## config.mk

```make
export PLATFORM = sky130hd
export DESIGN_NAME = pix_texture_combine
export DESIGN_NICKNAME = d
export VERILOG_FILES = /design/src/rtl/ptc_pkg.sv /design/src/rtl/ptc_lut_ram.sv /design/src/rtl/ptc_phase_select.sv /design/src/rtl/ptc_ctrl.sv /design/src/rtl/pix_texture_combine.sv
export SDC_FILE = /design/constraint.sdc
export NUM_CORES = 2
export LEC_CHECK = 0
export BUFFER_PORTS_ARGS = -buffer_cell sky130_fd_sc_hd__buf_2
export CAP_MARGIN = 10
export CORE_UTILIZATION = 57
export DETAILED_ROUTE_END_ITERATION = 6
export PLACE_DENSITY = 0.75
export SLEW_MARGIN = 25
export SYNTH_ARGS = -nofsm -noshare
export SYNTH_HDL_FRONTEND = slang
export SYNTH_SLANG_ARGS = --single-unit
```

## constraint.sdc

```tcl
create_clock -name clk -period 2.68 [get_ports clk]
set_input_delay 0.402 -clock clk [delete_from_list [all_inputs] [get_ports clk]]
set_output_delay 0.402 -clock clk [all_outputs]
set_load 0.1 [all_outputs]
```

## src/rtl/ptc_pkg.sv

```systemverilog
package ptc_pkg;
    parameter int PTC_PIX_W = 4;
    parameter int PTC_SLOTS = 4;

    typedef enum logic [0:0] {
        ST_HOLD = 1'b0,
        ST_RUN  = 1'b1
    } ptc_state_e;
endpackage

```

## src/rtl/ptc_lut_ram.sv

```systemverilog
module ptc_lut_ram #(
    parameter int ADDR_W = 8,
    parameter int DATA_W = 16
) (
    input  logic              clk,
    input  logic              we,
    input  logic [ADDR_W-1:0] waddr,
    input  logic [DATA_W-1:0] wdata,
    input  logic              re,
    input  logic [ADDR_W-1:0] raddr,
    output logic [DATA_W-1:0] rdata
);
    localparam int DEPTH = 1 << ADDR_W;

    logic [DATA_W-1:0] store [DEPTH];

    always_ff @(posedge clk) begin
        if (we) begin
            store[waddr] <= wdata;
        end
    end

    // read-before-write: a same-edge write is not visible here
    always_ff @(posedge clk) begin
        if (re) begin
            rdata <= store[raddr];
        end
    end
endmodule

```

## src/rtl/ptc_phase_select.sv

```systemverilog
module ptc_phase_select #(
    parameter int PIX_W = 4,
    parameter int SLOTS = 4
) (
    input  logic [PIX_W*SLOTS-1:0]   word,
    input  logic [$clog2(SLOTS)-1:0] slot,
    output logic [PIX_W-1:0]         pix
);
    localparam int WORD_W = PIX_W * SLOTS;

    logic [PIX_W-1:0] lanes [SLOTS];

    // slot 0 lives in the top bits, the last slot in the bottom bits
    for (genvar k = 0; k < SLOTS; k++) begin : g_lane
        assign lanes[k] = word[WORD_W-1-k*PIX_W -: PIX_W];
    end

    assign pix = lanes[slot];
endmodule

```

## src/rtl/ptc_ctrl.sv

```systemverilog
module ptc_ctrl
    import ptc_pkg::*;
(
    input  logic clk,
    input  logic rst_n,
    output logic ready
);
    ptc_state_e state_q, state_d;

    always_ff @(posedge clk) begin
        if (!rst_n) begin
            state_q <= ST_HOLD;
        end else begin
            state_q <= state_d;
        end
    end

    always_comb begin
        state_d = state_q;
        ready   = 1'b0;
        unique case (state_q)
            ST_HOLD: begin
                state_d = ST_RUN;
            end
            ST_RUN: begin
                ready = 1'b1;
            end
            default: begin
                state_d = ST_HOLD;
            end
        endcase
    end
endmodule

```

## src/rtl/pix_texture_combine.sv

```systemverilog
module pix_texture_combine
    import ptc_pkg::*;
#(
    parameter int PIX_W  = PTC_PIX_W,
    parameter int SLOTS  = PTC_SLOTS,
    parameter int IDX_W  = 2 * PIX_W,
    parameter int WORD_W = PIX_W * SLOTS
) (
    input  logic              clk,
    input  logic              rst_n,
    input  logic              tbl_we,
    input  logic [IDX_W-1:0]  tbl_addr,
    input  logic [WORD_W-1:0] tbl_data,
    input  logic              req_valid,
    input  logic [PIX_W-1:0]  req_src,
    input  logic [PIX_W-1:0]  req_dst,
    input  logic              req_xodd,
    input  logic              req_yodd,
    output logic              ready,
    output logic              resp_valid,
    output logic [PIX_W-1:0]  resp_nib
);
    localparam int SLOT_W = $clog2(SLOTS);

    logic              accept;
    logic [IDX_W-1:0]  lookup_idx;
    logic [WORD_W-1:0] s1_word;
    logic              s1_valid;
    logic [SLOT_W-1:0] s1_slot;
    logic [PIX_W-1:0]  s1_pix;

    ptc_ctrl u_ctrl (
        .clk   (clk),
        .rst_n (rst_n),
        .ready (ready)
    );

    assign accept     = req_valid && ready;
    assign lookup_idx = {req_src, req_dst};

    ptc_lut_ram #(.ADDR_W(IDX_W), .DATA_W(WORD_W)) u_lut (
        .clk   (clk),
        .we    (tbl_we),
        .waddr (tbl_addr),
        .wdata (tbl_data),
        .re    (accept),
        .raddr (lookup_idx),
        .rdata (s1_word)
    );

    always_ff @(posedge clk) begin
        if (!rst_n) begin
            s1_valid <= 1'b0;
            s1_slot  <= '0;
        end else begin
            s1_valid <= accept;
            s1_slot  <= SLOT_W'({req_yodd, req_xodd});
        end
    end

    ptc_phase_select #(.PIX_W(PIX_W), .SLOTS(SLOTS)) u_sel (
        .word (s1_word),
        .slot (s1_slot),
        .pix  (s1_pix)
    );

    always_ff @(posedge clk) begin
        if (!rst_n) begin
            resp_valid <= 1'b0;
            resp_nib   <= '0;
        end else begin
            resp_valid <= s1_valid;
            resp_nib   <= s1_valid ? s1_pix : '0;
        end
    end
endmodule

```

==> impl_summary.txt <==
----------------------------------------------------
[Status]
  Status ... complete, but fails checks
  Failing checks ... DRC, setup timing

[Logic synthesis]
  Synthesized-area fraction occupied by and/or/nand/nor cells ... 0.0186
  Number of standard cells after synthesis ... 7,314
  Number of enable-type register cells in the synthesized netlist ... 4,112
  Top cells by instance count after synthesis ... sky130_fd_sc_hd__edfxtp_1 (4,112), sky130_fd_sc_hd__mux4_2 (811), sky130_fd_sc_hd__mux2i_1 (485)
  Largest family of logic cells by synthesized area ... multiplexers
  Ys flop type ... sky130_fd_sc_hd__edfxtp_1
  Synthesized Nets ... 7,352
  Yosys warning count ... 0
  Share of synthesized flip-flops with an asynchronous set or reset ... 0
  Share of the synthesized area in compound gates (AO/OA/AOI/OAI) ... 0.0376
  Netlist area before placement ... 0.159 mm^2
  Cell with the most instances after synthesis ... sky130_fd_sc_hd__edfxtp_1
  Mean area per synthesized cell ... 21.7 um^2
  Mux cell area share after synthesis ... 0.147
  Cells taking the most area after synthesis ... sky130_fd_sc_hd__edfxtp_1 (78%), sky130_fd_sc_hd__mux4_2 (12%), sky130_fd_sc_hd__mux2i_1 (3.1%)
  Count of state elements after synthesis ... 4,121
  Area fraction of the dominant cell type after synthesis ... 0.778
  XOR/XNOR Fraction of Synth Area ... 0
  Cell accounting for the most synthesized area ... sky130_fd_sc_hd__edfxtp_1
  Number of distinct library cells after synthesis ... 55
  Post-synthesis sequential area ratio ... 0.779
  Post-synthesis adder-cell area fraction ... 0

[Critical path]
  Worst EP arrival ... 3360 ps
  R2R Path Start ... u_lut.store[246][6]
  Maximum fanout encountered on the critical timing path ... 26
  Data required time of the critical path ... 3350 ps
  Element type at the critical path start ... input pin
  Class of the most critical setup path ... in2reg
  Element type at the critical path end ... flip-flop
  Launching instance or port of the critical path ... req_dst[0]

[Finish]
  Combined area of the multi-input logic cells ... 0.0325 mm^2
  Layout Nets ... 8,596
  Share of final-layout standard cells stronger than drive strength 1 ... 0.310
  Filler Cells Inserted ... 16,400
  Area of all sequential standard cells ... 0.124 mm^2
  Layout area overhead ... 17.8%
  Utilization of the core after routing ... 0.675

[Detailed routing]
  Violation count after the first detailed-route iteration ... 12,800
  Total routed wire length on the met1 layer ... 150 mm
  Sum of routed wire length over all layers ... 434 mm
  Average wire per cell in the routed design ... 34.5 um
  1st-pass router iterations ... 7
  Count of vias placed by the detailed router ... 85,400
  Routed wire length on met3 ... 47.9 mm
  Antenna Nets Post-Route ... 0
  Met2 wire length ... 209 mm
  Vias per inst ... 6.78
  Number of DRC violations after detailed routing ... 2
  Highest metal layer with signal wires ... met5

[STA]
  Clock skew ... 56.7 ps
  Setup repair after global routing missed its margin ... no
  Minimum period implied by the final worst setup slack ... 2690 ps
  Final critical-path setup slack ... -12.6 ps
  Final critical-path share of the clock period ... 1.00
  Achievable frequency ... 371 MHz
  Setup violations, final ... 1
  Max_slew headroom ... 0.301
  Count of final hold-check violations ... 0
  Count of pins over their slew limit ... 0
  Tightest Pin Transition ... 1050 ps

[Die]
  Die boundary width ... 530 um
  Die footprint ... 0.280 mm^2
  Die height ... 530 um
  Starting density of the core ... 0.573
  Row Count ... 193
  Count of boundary I/O pins ... 44
  Core Box Area ... 0.277 mm^2

[GRT]
  Total overflow reported by the global router ... 0
  First-pass GRT wire length ... 613 mm
  Maximum number of pins on one net before global-route repair ... 121
  Number of antenna violations at the first check in global routing ... 25
  Number of global-route vias before repair ... 84,900
  Global-route total usage across every layer ... 0.309

[Place]
  Post-DP HPWL ... 263 mm
  Placer Congestion ... 0.941
  Count of input and output buffers ... 43
  Setup slack at placement ... -1160 ps

[Min path]
  Startpoint of the most critical hold path ... tbl_data[12]
  Type of the tightest min-delay check ... in2reg

[Clock tree]
  Clock transition at the registers of the reported paths ... 60 ps
  Clock buffers created by TritonCTS ... 399
  CTS tree ... built
  CTS H-tree lvls ... 5
  # clock sinks ... 4,121
  Root buffer selected by CTS ... sky130_fd_sc_hd__clkbuf_16
  Clock buffer depth ... 4
  Clock latency reported for the late side of the worst-skew pair ... 940 ps

[Pwr]
  Total design power ... 135 mW
  Leakage power of the design ... 61.0 nW
  Peak supply drop ... 0.876 mV
  Total power divided by cell area ... 721 mW/mm^2

[Job]
  Max-capacitance violation count ... 0

----------------------------------------------------
## routing by layer
metal,up-vias,track usage
met2,6330,0.493
met4,16,0.167
met5,-,0
li1,33600,-
met1,44300,0.403
met3,1211,0.0644
## critical path, cell delays in order
cell and delay [ps]:
sky130_fd_sc_hd__buf_12 180, sky130_fd_sc_hd__buf_16 200, sky130_fd_sc_hd__buf_12 250, sky130_fd_sc_hd__buf_12 170
sky130_fd_sc_hd__mux4_2 540, sky130_fd_sc_hd__and2_1 180, sky130_fd_sc_hd__a2111oi_0 830, sky130_fd_sc_hd__o22ai_1 200
sky130_fd_sc_hd__nand3_1 250, sky130_fd_sc_hd__nor4_1 90
## layout make-up
class | count | share of cell area
Antenna cell | 14 | 0.000188
Clock buffer | 468 | 0.0549
Clock inverter | 251 | 0.0142
Inverter | 4 | 0.000114
Multi-Input combinational cell | 2738 | 0.174
Sequential cell | 4121 | 0.662
Tap cell | 3705 | 0.0248
Timing Repair Buffer | 1294 | 0.0699
## path summary, 6_finish.rpt
check,endpoint,slack (ps),depth (start not counted)
worst min register to register,resp_valid,520,1
worst min-delay path,u_lut.store[188][12],40,1
worst max-delay path,u_lut.rdata[6],-10,10
worst max register to register,u_lut.rdata[6],30,6
## cells in the final DEF (no fill, tap or decap), drive strengths merged, types with 54 or more instances in the layout
master	instances
nor3	55
o22ai	115
mux4	811
nor2	266
o221ai	206
clkbuf	469
clkinv	183
nand2	54
mux2i	485
a22oi	160
edfxtp	4112
a21oi	186
buf	1277
## repair_timing
item                                    4_1_cts  5_1_grt
pin swaps                                     0        6
gates resized for setup                      13       21
hold buffers                                 16        0
setup buffers                                 0        4
hold endpoints to repair                    451        0
endpoints found under the setup margin        7       11
## report_power, final
| group | internal, mW | switching (mW) | leakage, nW |
|---|---|---|---|
| clock | 31.8 | 24.1 | 6.29 |
| combinational | 3.11 | 4.70 | 17.7 |
| sequential | 71.0 | 0.0505 | 37.0 |
## kinds of logic after synthesis
family,count (synthesis)
compound gates,832
buf+inv,455
flops,4121
simple gates,592
mux,1314
## sequential cells by signal, summed over array words and instances, names as in the netlist
name and flops:
s1_valid 1, resp_valid 1, u_lut.store 4096, resp_nib 4
s1_slot 2, u_ctrl.state_q 1, u_lut.rdata 16
## stage by stage
step | std cells | hold WS, ps | setup TNS (ps) | area [um^2]
floorplan | 7314 | 430 | 0 | 159000
global route | 12600 | 28.0 | 0 | 187000
detailed placement | 11800 | 522 | -12960 | 173000
global placement | 11800 | 471 | -12330 | 173000
CTS | 12600 | 5.60 | 0 | 187000
finish | 12600 | 42.5 | -12.6 | 187000
Power figures use the tool's default switching activity.
